==> src/rtl/trig_cap_pkg.sv <==
package trig_cap_pkg;
   timeunit 1ns; timeprecision 1ps;
   localparam int NUM_TRIG = 2;
   localparam int ACT_W    = 8;
   localparam int PEND_LSB = 1;
   localparam int LVL_LSB  = 5;
   localparam logic [ACT_W-1:0] USED_MASK = 8'b0110_0110;

   typedef struct packed {
      logic pend;
      logic ovf;
      logic strobe;
   } chan_stat_t;
endpackage

==> src/rtl/trig_sync.sv <==
module trig_sync #(
   parameter int STAGES = 2,
   parameter int W      = 1
) (
   input  logic         clk,
   input  logic         rst_n,
   input  logic [W-1:0] d,
   output logic [W-1:0] q
);
   timeunit 1ns; timeprecision 1ps;

   logic [STAGES-1:0][W-1:0] chain;

   generate
      if (STAGES < 2) begin : g_bad_depth
         $error("trig_sync: STAGES must be at least 2");
      end
   endgenerate

   always_ff @(posedge clk or negedge rst_n) begin
      if (!rst_n) begin
         chain <= '0;
      end else begin
         chain[0] <= d;
         for (int s = 1; s < STAGES; s++) chain[s] <= chain[s-1];
      end
   end

   assign q = chain[STAGES-1];
endmodule

==> src/rtl/trig_channel.sv <==
module trig_channel
   import trig_cap_pkg::*;
#(
   parameter int TS_W = 32
) (
   input  logic            clk,
   input  logic            rst_n,
   input  logic            lvl,
   input  logic            clr,
   input  logic [TS_W-1:0] ts,
   output chan_stat_t      stat,
   output logic [TS_W-1:0] stamp
);
   timeunit 1ns; timeprecision 1ps;

   logic lvl_q;
   logic edge_seen;

   assign edge_seen = lvl ^ lvl_q;

   always_ff @(posedge clk or negedge rst_n) begin
      if (!rst_n) begin
         lvl_q <= 1'b0;
         stat  <= '0;
         stamp <= '0;
      end else begin
         lvl_q       <= lvl;
         stat.strobe <= 1'b0;
         if (edge_seen && (!stat.pend || clr)) begin
            stat.pend   <= 1'b1;
            stat.ovf    <= 1'b0;
            stat.strobe <= 1'b1;
            stamp       <= ts;
         end else if (edge_seen) begin
            stat.ovf <= 1'b1;
         end else if (clr) begin
            stat.pend <= 1'b0;
            stat.ovf  <= 1'b0;
         end
      end
   end
endmodule

==> src/rtl/trig_stamp_capture.sv <==
module trig_stamp_capture
   import trig_cap_pkg::*;
#(
   parameter int TS_W        = 32,
   parameter int SYNC_STAGES = 2
) (
   input  logic                     clk,
   input  logic                     rst_n,
   input  logic [1:0]               trig_async,
   input  logic [TS_W-1:0]          ts_count,
   input  logic                     ack_valid,
   input  logic [1:0]               ack_mask,
   output logic [7:0]               activity,
   output logic [2*TS_W-1:0]        stamp_out,
   output logic [1:0]               evt_strobe,
   output logic [1:0]               ovf_flags
);
   timeunit 1ns; timeprecision 1ps;

   localparam int STAMP_W = NUM_TRIG * TS_W;

   generate
      if (TS_W < 1) begin : g_bad_ts
         $error("trig_stamp_capture: TS_W must be positive");
      end
   endgenerate

   logic [NUM_TRIG-1:0] lvl_sync;
   chan_stat_t          stat [NUM_TRIG];

   trig_sync #(.STAGES(SYNC_STAGES), .W(NUM_TRIG)) u_sync (
      .clk  (clk),
      .rst_n(rst_n),
      .d    (trig_async),
      .q    (lvl_sync)
   );

   for (genvar i = 0; i < NUM_TRIG; i++) begin : g_chan
      trig_channel #(.TS_W(TS_W)) u_chan (
         .clk  (clk),
         .rst_n(rst_n),
         .lvl  (lvl_sync[i]),
         .clr  (ack_valid & ack_mask[i]),
         .ts   (ts_count),
         .stat (stat[i]),
         .stamp(stamp_out[i*TS_W +: TS_W])
      );
      assign evt_strobe[i] = stat[i].strobe;
      assign ovf_flags[i]  = stat[i].ovf;
   end

   always_comb begin
      activity = '0;
      for (int i = 0; i < NUM_TRIG; i++) begin
         activity[PEND_LSB+i] = stat[i].pend;
         activity[LVL_LSB+i]  = lvl_sync[i];
      end
   end
endmodule

==> config.mk <==
export PLATFORM = sky130hd
export DESIGN_NAME = trig_stamp_capture
export DESIGN_NICKNAME = d
export VERILOG_FILES = /design/src/rtl/trig_cap_pkg.sv /design/src/rtl/trig_sync.sv /design/src/rtl/trig_channel.sv /design/src/rtl/trig_stamp_capture.sv
export SDC_FILE = /design/constraint.sdc
export NUM_CORES = 1
export LEC_CHECK = 0
export BUFFER_PORTS_ARGS = -buffer_cell sky130_fd_sc_hd__buf_2
export CORE_MARGIN = 4
export CORE_UTILIZATION = 51
export DETAILED_ROUTE_END_ITERATION = 8
export PLACE_DENSITY = 0.84
export SYNTH_ARGS = -nofsm -noshare
export SYNTH_HDL_FRONTEND = slang
export SYNTH_SLANG_ARGS = --single-unit
==> constraint.sdc <==
create_clock -name clk -period 2.56 [get_ports clk]
set_clock_uncertainty 0.05 [all_clocks]
set_input_delay 0.128 -clock clk [delete_from_list [all_inputs] [get_ports clk]]
set_output_delay 0.128 -clock clk [all_outputs]
set_load 0.01 [all_outputs]
==> metrics.md, run 1 <==
| Metric | Value |
|---|---|
| Status | `finished clean` |
| Die Y | `82.8 microns` |
| Final min period | `1.84 ns` |
| Final #Nets | `359` |
| P_leak | `0.00191 uW` |
| Number of CTS-inserted buffers | `9` |
| Fin crit share | `71.8%` |
| Worst hold slack | `0.0243 ns` |
| Initial Util | `54.2%` |
| RSZ-0062 raised after global routing | `false` |
| Routed WL | `6520 microns` |
| Top-area cell type share of the netlist area | `66.6%` |
| Critical path class | `reg -> reg` |
| Via count | `1908` |
| Via density | `4.84` |
| Crit. End Element | `register` |
| Final setup TNS | `0 ns` |
| Largest net degree at the start of global routing | `47` |
| Crit path DAT | `2.00 ns` |
| Cell Area, Synth | `2860 sq um` |
| CTS H-tree lvls | `3` |
| Synth cell types | `11` |
| Post-synth EDFFs | `0` |
| DRC | `0` |
| Worst-Skew Late Latency | `0.33 ns` |
| Number of synthesized register bits | `76` |
| Yosys warnings | `0` |
| PD cells | `888 nW/um^2` |
| Clk slew on worst S/H paths | `0.08 ns` |
| Crit path max fanout | `20` |
| Crit path launch type | `register` |
| First-pass GRT wire length | `10800 microns` |
| Grt ovf | `0` |
| Main synth FF type | `dfrtp_1` |
| Area grow syn2layout | `41.4%` |
| Synth top area cells | `dfrtp_1 (67%), mux2_2 (23%), buf_6 (2.4%)` |
| Placed cells | `341` |
| TritonRoute pass-1 iters | `4` |
| Post-synth ARST share | `100%` |
| Tot GR Track Use | `19.7%` |
| Avg WL per Cell | `16.6 microns` |
| Worst Hold Class | `in -> reg` |
| DRT iter0 DRCs | `61` |
| Number of I/O pins | `115` |
| Post-route ant nets | `0` |
| Leading area contributor after synthesis | `dfrtp_1` |
| PortBufs | `110` |
| Final setup margin | `0.721 ns` |
| Final setup viols | `0` |
| DP HPWL | `4240 microns` |
| Die extent in x | `82.8 microns` |
| Clock root cell | `clkbuf_8` |
| Mean post-synth cell area | `17.1 sq um` |
| Most common cell in the synthesized netlist | `dfrtp_1` |
| Core area | `5270 sq um` |
| Ratio of cells with drive above 1 in the final layout | `58.3%` |
| Worst EP required | `2.72 ns` |
| CTS Sinks | `76` |
| Max-slew headroom | `52.5%` |
| Maximum clock frequency | `544 MHz` |
| Peak supply drop | `0.467 mV` |
| Final antenna diode count | `0` |
| Placement Setup Slack | `0.720 ns` |
| Slew Limit Fails | `0` |
| Mapped Cells | `167` |
| Die area | `6860 sq um` |
| Initial antenna violation count | `0` |
| Final hold viol count | `0` |
| Sequential fraction of the synthesis area | `66.6%` |
| Post-synth top cells | `dfrtp_1 (76), mux2_2 (58)` |
| TritonCTS clock tree | `done` |
| Slew @ Worst Pin | `0.713 ns` |
| Cell Count, Final, Fillers Out | `394` |
| Post-CTS setup buffer count | `0` |
| Final Power | `3590 uW` |
| Max Cap Viol | `0` |
| Final GP Congestion | `0.771` |
| Cell Rows | `26` |
| Vias in the first global route | `2104` |
| Clock Tree Buf Depth | `2` |
## worst max-delay path: stages, from the launching register on
cell     delay [ns]
dfrtp_1        0.42
xnor2_2        0.19
a21oi_4        0.46
buf_12         0.24
mux2_2         0.35
## metal layers
layer	GRT usage, %	vias up	share of wire (%)
met4	7.58	0	1.3
met5	0	-	0
li1	-	878	-
met3	4.26	7	5.1
met2	33.9	70	52
met1	24.3	953	41
## area by class of cell
type	count	area (sq um)
repair buffers	151	991
well taps	70	87.6
clock inverters	5	77.6
clock buffers	10	128
flip-flops and latches	76	1900
fillers	325	1230
multi-input cells	82	853
## sequential cells by signal, indices dropped and copies added, names as in the netlist
register / cells
g_chan.u_chan.stat: 6
u_sync.chain: 2
u_sync.q: 2
g_chan.u_chan.stamp: 64
g_chan.u_chan.lvl_q: 2
## metrics by stage
| step | util (%) | cell area, sq um |
|---|---|---|
| floorplan | - | 2870 |
| finish | 76.6 | 4040 |
| detailed placement | 65.5 | 3450 |
| global placement | 65.5 | 3450 |
| CTS | 76.1 | 4010 |
| global route | 76.6 | 4040 |
## placed cells by master, fill, tap and decap left out, types with 3 or more instances in the layout
cell,n
buf_2,110
clkbuf_8,9
mux2_2,58
mux2_1,6
dfrtp_1,76
dlygate4sd3_1,38
nand2_1,6
conb_1,4
buf_12,3
## where the power goes
| part | switching (uW) | total (uW) | internal [uW] | leakage [uW] |
|---|---|---|---|---|
| combinational | 446 | 961 | 515 | 0.000923 |
| clock | 422 | 964 | 541 | 0.000102 |
| sequential | 163 | 1660 | 1500 | 0.000885 |
| total | 1030 | 3590 | 2560 | 0.00191 |
## worst paths after layout
kind                            startpoint                    endpoint  slack [ns]  depth (start not counted)
max in group asynchronous            rst_n                 u_sync.q[0]        1.44                          3
min in group asynchronous            rst_n  g_chan[1].u_chan.stamp[11]        0.33                          2
hold / removal                 ts_count[1]   g_chan[1].u_chan.stamp[1]        0.02                          2
hold reg to reg            u_sync.chain[0]                 u_sync.q[0]        0.30                          0
setup / recovery               u_sync.q[0]  g_chan[0].u_chan.stamp[16]        0.72                          4
setup reg to reg               u_sync.q[0]  g_chan[0].u_chan.stamp[16]        0.72                          4
## kinds of logic after synthesis
group                     after synthesis  share of synthesized area, %
DFF                                    76                          66.6
muxes                                  66                          25.9
buffers and inverters                  12                          3.94
and+or+nand+nor                         6                         0.788
AOI/OAI and AO/OA                       4                          1.49
xor gates and xnor gates                2                          1.14
other                                   1                         0.131
## repair_timing
action / CTS / global route
endpoints found under the setup margin: 0 / 0
hold buffers: 35 / 3
hold endpoints to repair: 83 / 4
gates resized for setup: 0 / 0
(Power assumes the default switching activity.)
==> run 2, diff against run 1 <==
--- a/config.mk
+++ b/config.mk
@@ -5,11 +5,12 @@
 export SDC_FILE = /design/constraint.sdc
 export NUM_CORES = 1
 export LEC_CHECK = 0
+export ABC_AREA = 1
 export BUFFER_PORTS_ARGS = -buffer_cell sky130_fd_sc_hd__buf_2
 export CORE_MARGIN = 4
-export CORE_UTILIZATION = 51
+export CORE_UTILIZATION = 44
 export DETAILED_ROUTE_END_ITERATION = 8
-export PLACE_DENSITY = 0.84
+export PLACE_DENSITY = 0.75
 export SYNTH_ARGS = -nofsm -noshare
 export SYNTH_HDL_FRONTEND = slang
 export SYNTH_SLANG_ARGS = --single-unit
==> constraint.sdc (replaced) <==
create_clock -name clk -period 1.6 [get_ports clk]
set_clock_uncertainty 0.05 [all_clocks]
set_input_delay 0.08 -clock clk [delete_from_list [all_inputs] [get_ports clk]]
set_output_delay 0.08 -clock clk [all_outputs]
set_load 0.01 [all_outputs]
==> run 2 against run 1 <==
Compared with the run above:
- cell count grew 44%
- synthesized cell count grew 95%
- maximum frequency grew 31%
- critical path type unchanged
- cell area grew 3.5%
==> metrics.md, run 2 <==
| Metric | Value |
|---|---|
| TritonRoute pass-1 iters | `5` |
| Peak supply drop | `0.572 mV` |
| HP Start | `ack_mask[1]` |
| Crit path max fanout | `33` |
| Mean post-synth cell area | `9.54 sq um` |
| Critical path class | `reg -> reg` |
| Post-route ant nets | `0` |
| Top-area cell type share of the netlist area | `61.3%` |
| Hold path endpoint | `g_chan[1].u_chan.stat[1]` |
| CTS Sinks | `76` |
| Biggest register | `g_chan.u_chan.stamp` |
| CP max stage delay | `0.44 ns` |
| Number of CTS-inserted buffers | `9` |
| Worst reg2reg setup slack | `0.19 ns` |
| P_leak | `0.00234 uW` |
| Placed cells | `516` |
| DRC | `0` |
| PortBufs | `110` |
| Number of synthesized register bits | `76` |
| Leading area contributor after synthesis | `dfrtp_1` |
| Final #Nets | `505` |
| Mapped Cells | `325` |
| Area grow syn2layout | `34.8%` |
| Biggest regs | `g_chan.u_chan.stamp (64), g_chan.u_chan.stat (6)` |
| Die Y | `92.0 microns` |
| RSZ-0062 raised after global routing | `false` |
| Critical R2R Launch | `u_sync.q[1]` |
| Die extent in x | `92.0 microns` |
| Reg2Reg Capture Point | `g_chan[1].u_chan.stamp[3]` |
| Most frequent cells in the layout | `nand2_1 (131), buf_2 (109), dfrtp_1 (76)` |
| Ratio of cells with drive above 1 in the final layout | `31.4%` |
| Final hold viol count | `0` |
| Avg WL per Cell | `14.1 microns` |
| Final GP Congestion | `0.772` |
| Yosys warnings | `0` |
| Tot GR Track Use | `19.7%` |
| PD cells | `1200 nW/um^2` |
| Final Power | `5020 uW` |
| Cell Area, Synth | `3100 sq um` |
| Crit. End Element | `register` |
| Initial antenna violation count | `0` |
| Worst-Skew Late Latency | `0.33 ns` |
| Maximum clock frequency | `711 MHz` |
| Worst Hold Class | `in -> reg` |
| Crit path DAT | `1.57 ns` |
| Final setup viols | `0` |
| Most common cell in the synthesized netlist | `nand2_1` |
| Max reg flops | `64` |
| Initial Util | `45.4%` |
| Post-CTS setup buffer count | `0` |
| Cells on worst reg2reg path | `6` |
| Cell Rows | `30` |
| Crit path max-delay cell type | `dfrtp_1` |
| Die area | `8460 sq um` |
| Cell Count, Final, Fillers Out | `567` |
| Via density | `4.83` |
| CTS H-tree lvls | `3` |
| Clock Tree Buf Depth | `2` |
| Grt ovf | `0` |
| Post-synth EDFFs | `0` |
| Final setup TNS | `0 ns` |
| DP HPWL | `5290 microns` |
| Max Cap Viol | `0` |
| Status | `finished clean` |
| Sequential fraction of the synthesis area | `61.3%` |
| Clock root cell | `clkbuf_8` |
| Routed WL | `7990 microns` |
| CTS resizes | `0` |
| Post-synth ARST share | `100%` |
| Hold buffers post-CTS | `35` |
| Largest net degree at the start of global routing | `50` |
| Post-synth top cells | `nand2_1 (131), dfrtp_1 (76), nand3_1 (68), nand2_2 (14), buf_4 (10)` |
| Min-Delay Path Depth | `4` |
| Crit path launch type | `register` |
| Clk slew on worst S/H paths | `0.07 ns` |
| Post-layout util | `61.2%` |
| DRT iter0 DRCs | `114` |
| Core area | `6830 sq um` |
| Synth cell types | `14` |
| Final min period | `1.41 ns` |
| Final antenna diode count | `0` |
| Main synth FF type | `dfrtp_1` |
| Slew Limit Fails | `0` |
| Number of I/O pins | `115` |
| TritonCTS clock tree | `done` |
| Vias in the first global route | `2739` |
| Worst-path cell chain | `inv_2 > nand2_2 > nand2_4 > nand2_4 > nand2_1 > nand2_1` |
| Worst EP required | `1.76 ns` |
| First-pass GRT wire length | `13300 microns` |
| Via count | `2739` |
| Commonest non-fill, non-tap cell in the layout | `nand2_1` |
| Synth top area cells | `dfrtp_1 (61%), nand2_1 (16%), nand3_1 (11%)` |
| Fin crit share | `87.9%` |
run 2: cell types whose count changed after synthesis, sizes merged:
cell / before / now
nand2: 6 / 150
nand3: 0 / 68
mux2: 64 / 0
buf: 12 / 23
inv: 0 / 6
a21oi: 4 / 0
mux2i: 2 / 0
xnor2: 2 / 0
clkbuf: 0 / 1
run 2: worst max-delay path by stage:
stage,start,to,slack (ns),cells after the start
after floorplan,u_sync.q[0],g_chan[0].u_chan.stamp[22],0.48,7
after global placement,u_sync.q[0],g_chan[0].u_chan.stamp[1],0.23,6
after detailed placement,u_sync.q[1],g_chan[1].u_chan.stamp[0],0.20,6
after CTS,u_sync.q[1],g_chan[1].u_chan.stamp[0],0.19,6
after global routing,u_sync.q[1],g_chan[1].u_chan.stamp[12],0.07,6
final,u_sync.q[1],g_chan[1].u_chan.stamp[3],0.19,6
run 2: final cells by class:
type	instances	area [sq um]
clock buffers	14	153
clock inverters	2	10.0
fillers	622	2650
inverters	6	22.5
multi-input cells	222	1000
flip-flops and latches	76	1900
well taps	96	120
repair buffers	151	973
run 2: metrics by stage:
step,setup WS (ns),area (sq um),hold slack (ns)
5_1_grt,0.0722,4180,0.0615
3_5_place_dp,0.195,3670,-0.0194
6_report,0.194,4180,0.0454
4_1_cts,0.193,4180,0.0316
3_3_place_gp,0.231,3670,-0.0248
2_1_floorplan,0.483,3110,-0.266
run 2: cells by family (layout without fill, tap and decap cells):
group         after synthesis  count (layout)  synth area share (%)
flops                      76              76                  61.3
buf+inv                    30             173                  6.82
other cells                 1               4                 0.121
simple gates              218             218                  31.7
run 2: routing by layer:
layer / share of wire (%) / vias up / GRT usage, %
met3: 9.2 / 10 / 5.66
met2: 47 / 134 / 31.9
met1: 43 / 1292 / 25.4
li1: - / 1303 / -
met4: 1.2 / 0 / 6.56
met5: 0 / - / 0
run 2: where the power goes:
group / switching (uW) / internal, uW
sequential: 215 / 2290
clock: 641 / 605
combinational: 746 / 531
total: 1600 / 3420
run 2: critical path: cells and delay by family, from the launching register on:
kind | cells | cell delay, ns
AND/OR/NAND/NOR | 5 | 0.71
buffers and inverters | 1 | 0.09
flip-flops | 1 | 0.44
==> run 3, diff against run 2 <==
--- a/config.mk
+++ b/config.mk
@@ -7,10 +7,11 @@
 export LEC_CHECK = 0
 export ABC_AREA = 1
 export BUFFER_PORTS_ARGS = -buffer_cell sky130_fd_sc_hd__buf_2
+export CAP_MARGIN = 20
 export CORE_MARGIN = 4
 export CORE_UTILIZATION = 44
 export DETAILED_ROUTE_END_ITERATION = 8
-export PLACE_DENSITY = 0.75
+export PLACE_DENSITY = 0.84
 export SYNTH_ARGS = -nofsm -noshare
 export SYNTH_HDL_FRONTEND = slang
 export SYNTH_SLANG_ARGS = --single-unit
==> run 3 against run 2 <==
Compared with the run above:
- via count is 0.26% lower
- sequential power hardly changed
- critical endpoint is now g_chan[1].u_chan.stamp[13]
- maximum frequency is 1.4% higher
- total power is 0.77% higher
- wire length is 0.64% higher
- first-iteration DRC count is 22% higher
- critical path depth stayed put
- utilization is 0.092 points higher
==> metrics.md, run 3 (synthesis gave the netlist of run 2 again) <==
| Metric | Value |
|---|---|
| Status | `finished clean` |
| Final #Nets | `505` |
| Multi-input gate area | `1000 sq um` |
| Final min period | `1.39 ns` |
| Final setup viols | `0` |
| Final antenna diode count | `0` |
| WP buf/inv | `1` |
| Reg2Reg Capture Point | `g_chan[1].u_chan.stamp[13]` |
| Crit. End Element | `register` |
| CP Depth | `6` |
| CTS Sinks | `76` |
| Tot GR Track Use | `19.6%` |
| Die area | `8460 sq um` |
| Final GP Congestion | `0.752` |
| DP HPWL | `5320 microns` |
| Die extent in x | `92.0 microns` |
| Worst EP required | `1.77 ns` |
| Initial Util | `45.4%` |
| Initial antenna violation count | `0` |
| Clock root cell | `clkbuf_8` |
| Max Cap Viol | `0` |
| CP max stage delay | `0.44 ns` |
| PortBufs | `110` |
| Crit path launch type | `register` |
| Crit path to | `g_chan[1].u_chan.stamp[13]` |
| PD cells | `1210 nW/um^2` |
| TritonRoute pass-1 iters | `4` |
| Crit path from | `u_sync.q[1]` |
| Clock Tree Buf Depth | `2` |
| Crit path DAT | `1.56 ns` |
| Critical path class | `reg -> reg` |
| Commonest non-fill, non-tap cell in the layout | `nand2_1` |
| Ratio of cells with drive above 1 in the final layout | `31.7%` |
| Peak supply drop | `0.591 mV` |
| Final setup TNS | `0 ns` |
| Maximum clock frequency | `721 MHz` |
| RSZ-0062 raised after global routing | `false` |
| Placed cells | `516` |
| Largest net degree at the start of global routing | `41` |
| Register area | `1900 sq um` |
| Avg WL per Cell | `14.2 microns` |
| Worst Hold Class | `in -> reg` |
| Post-route ant nets | `0` |
| Die Y | `92.0 microns` |
| First-pass GRT wire length | `13000 microns` |
| P_leak | `0.00234 uW` |
| Slew Limit Fails | `0` |
| Final Power | `5060 uW` |
| Via count | `2732` |
| Via density | `4.83` |
| Biggest register | `g_chan.u_chan.stamp` |
| Final hold viol count | `0` |
| Clk slew on worst S/H paths | `0.07 ns` |
| CTS H-tree lvls | `3` |
| Worst-path cell chain | `inv_2 > nand2_2 > nand2_4 > nand2_4 > nand2_1 > nand2_1` |
| Worst-Skew Late Latency | `0.33 ns` |
| Cells on worst reg2reg path | `6` |
| DRT iter0 DRCs | `139` |
| Number of CTS-inserted buffers | `9` |
| Cell Rows | `30` |
| Worst reg2reg setup slack | `0.21 ns` |
| Critical R2R Launch | `u_sync.q[1]` |
| Cell Count, Final, Fillers Out | `566` |
| Most frequent cells in the layout | `nand2_1 (131), buf_2 (109), dfrtp_1 (76)` |
| Crit path max-delay cell type | `dfrtp_1` |
| Core area | `6830 sq um` |
| Post-layout util | `61.3%` |
| Fin crit share | `86.7%` |
| Area grow syn2layout | `35.0%` |
| Biggest regs | `g_chan.u_chan.stamp (64), g_chan.u_chan.stat (6)` |
| Post-CTS setup buffer count | `0` |
| Max reg flops | `64` |
| Routed WL | `8050 microns` |
| Grt ovf | `0` |
| DRC | `0` |
| # fillers | `602` |
| Number of I/O pins | `115` |
| Delay-heaviest family, CP | `simple AND/OR/NAND/NOR gates` |
| Vias in the first global route | `2627` |
| TritonCTS clock tree | `done` |
| Crit path max fanout | `33` |
## run 3: cell types whose count changed in the layout (fill, tap and decap cells not counted)
cell and delta:
clkbuf_1 -2, clkbuf_8 +1
## run 3: worst reg2reg max path, delay by kind of cell (launching register included)
family        cells  cell delay [ns]
buf+inv           1             0.08
flops             1             0.44
simple gates      5             0.71
## run 3: how the worst min path moves through the flow
stage | startpoint | end | slack (ns) | cells after the start
after floorplan | rst_n | g_chan[0].u_chan.lvl_q | -0.27 | 0
after global placement | rst_n | g_chan[0].u_chan.stamp[8] | 0.02 | 1
after detailed placement | rst_n | g_chan[0].u_chan.stamp[10] | 0.03 | 1
after CTS | ack_mask[0] | g_chan[0].u_chan.stat[1] | 0.04 | 4
after global routing | ack_mask[1] | g_chan[1].u_chan.stat[1] | 0.05 | 4
final | ack_mask[0] | g_chan[0].u_chan.stat[1] | 0.06 | 4
## run 3: layout make-up
class	count	share of cell area, %
Timing Repair Buffer	151	23.3
Tap cell	96	2.87
Clock inverter	2	0.239
Clock buffer	13	3.80
Sequential cell	76	45.4
Inverter	6	0.538
Multi-Input combinational cell	222	23.9
## run 3: timing repair
item / 4_1_cts / 5_1_grt
resized for setup: 0 / 0
endpoints found under the hold margin: 102 / 0
hold buffers: 35 / 0
## run 3: metrics by stage
stage	hold WS, ns	setup slack [ns]	area (sq um)
floorplan	-0.266	0.483	3110
global placement	0.0201	0.283	3670
detailed placement	0.0266	0.221	3670
CTS	0.0396	0.209	4190
global route	0.0529	0.0803	4190
finish	0.0568	0.214	4190
## run 3: report_power, final
part / total, uW / switching (uW) / leakage, uW / internal, uW
clock: 1280 / 640 / 0.0000893 / 636
sequential: 2500 / 216 / 0.000931 / 2290
combinational: 1280 / 751 / 0.00132 / 532
total: 5060 / 1610 / 0.00234 / 3460
## run 3: per-layer routing
metal	vias up	part of all wire (%)	track usage (%)	wire, microns
met5	-	0	0	0
met2	122	48	31.0	3850
met1	1294	41	25.8	3340
li1	1299	-	-	-
met3	17	8.4	4.92	674
met4	0	2.3	8.29	182
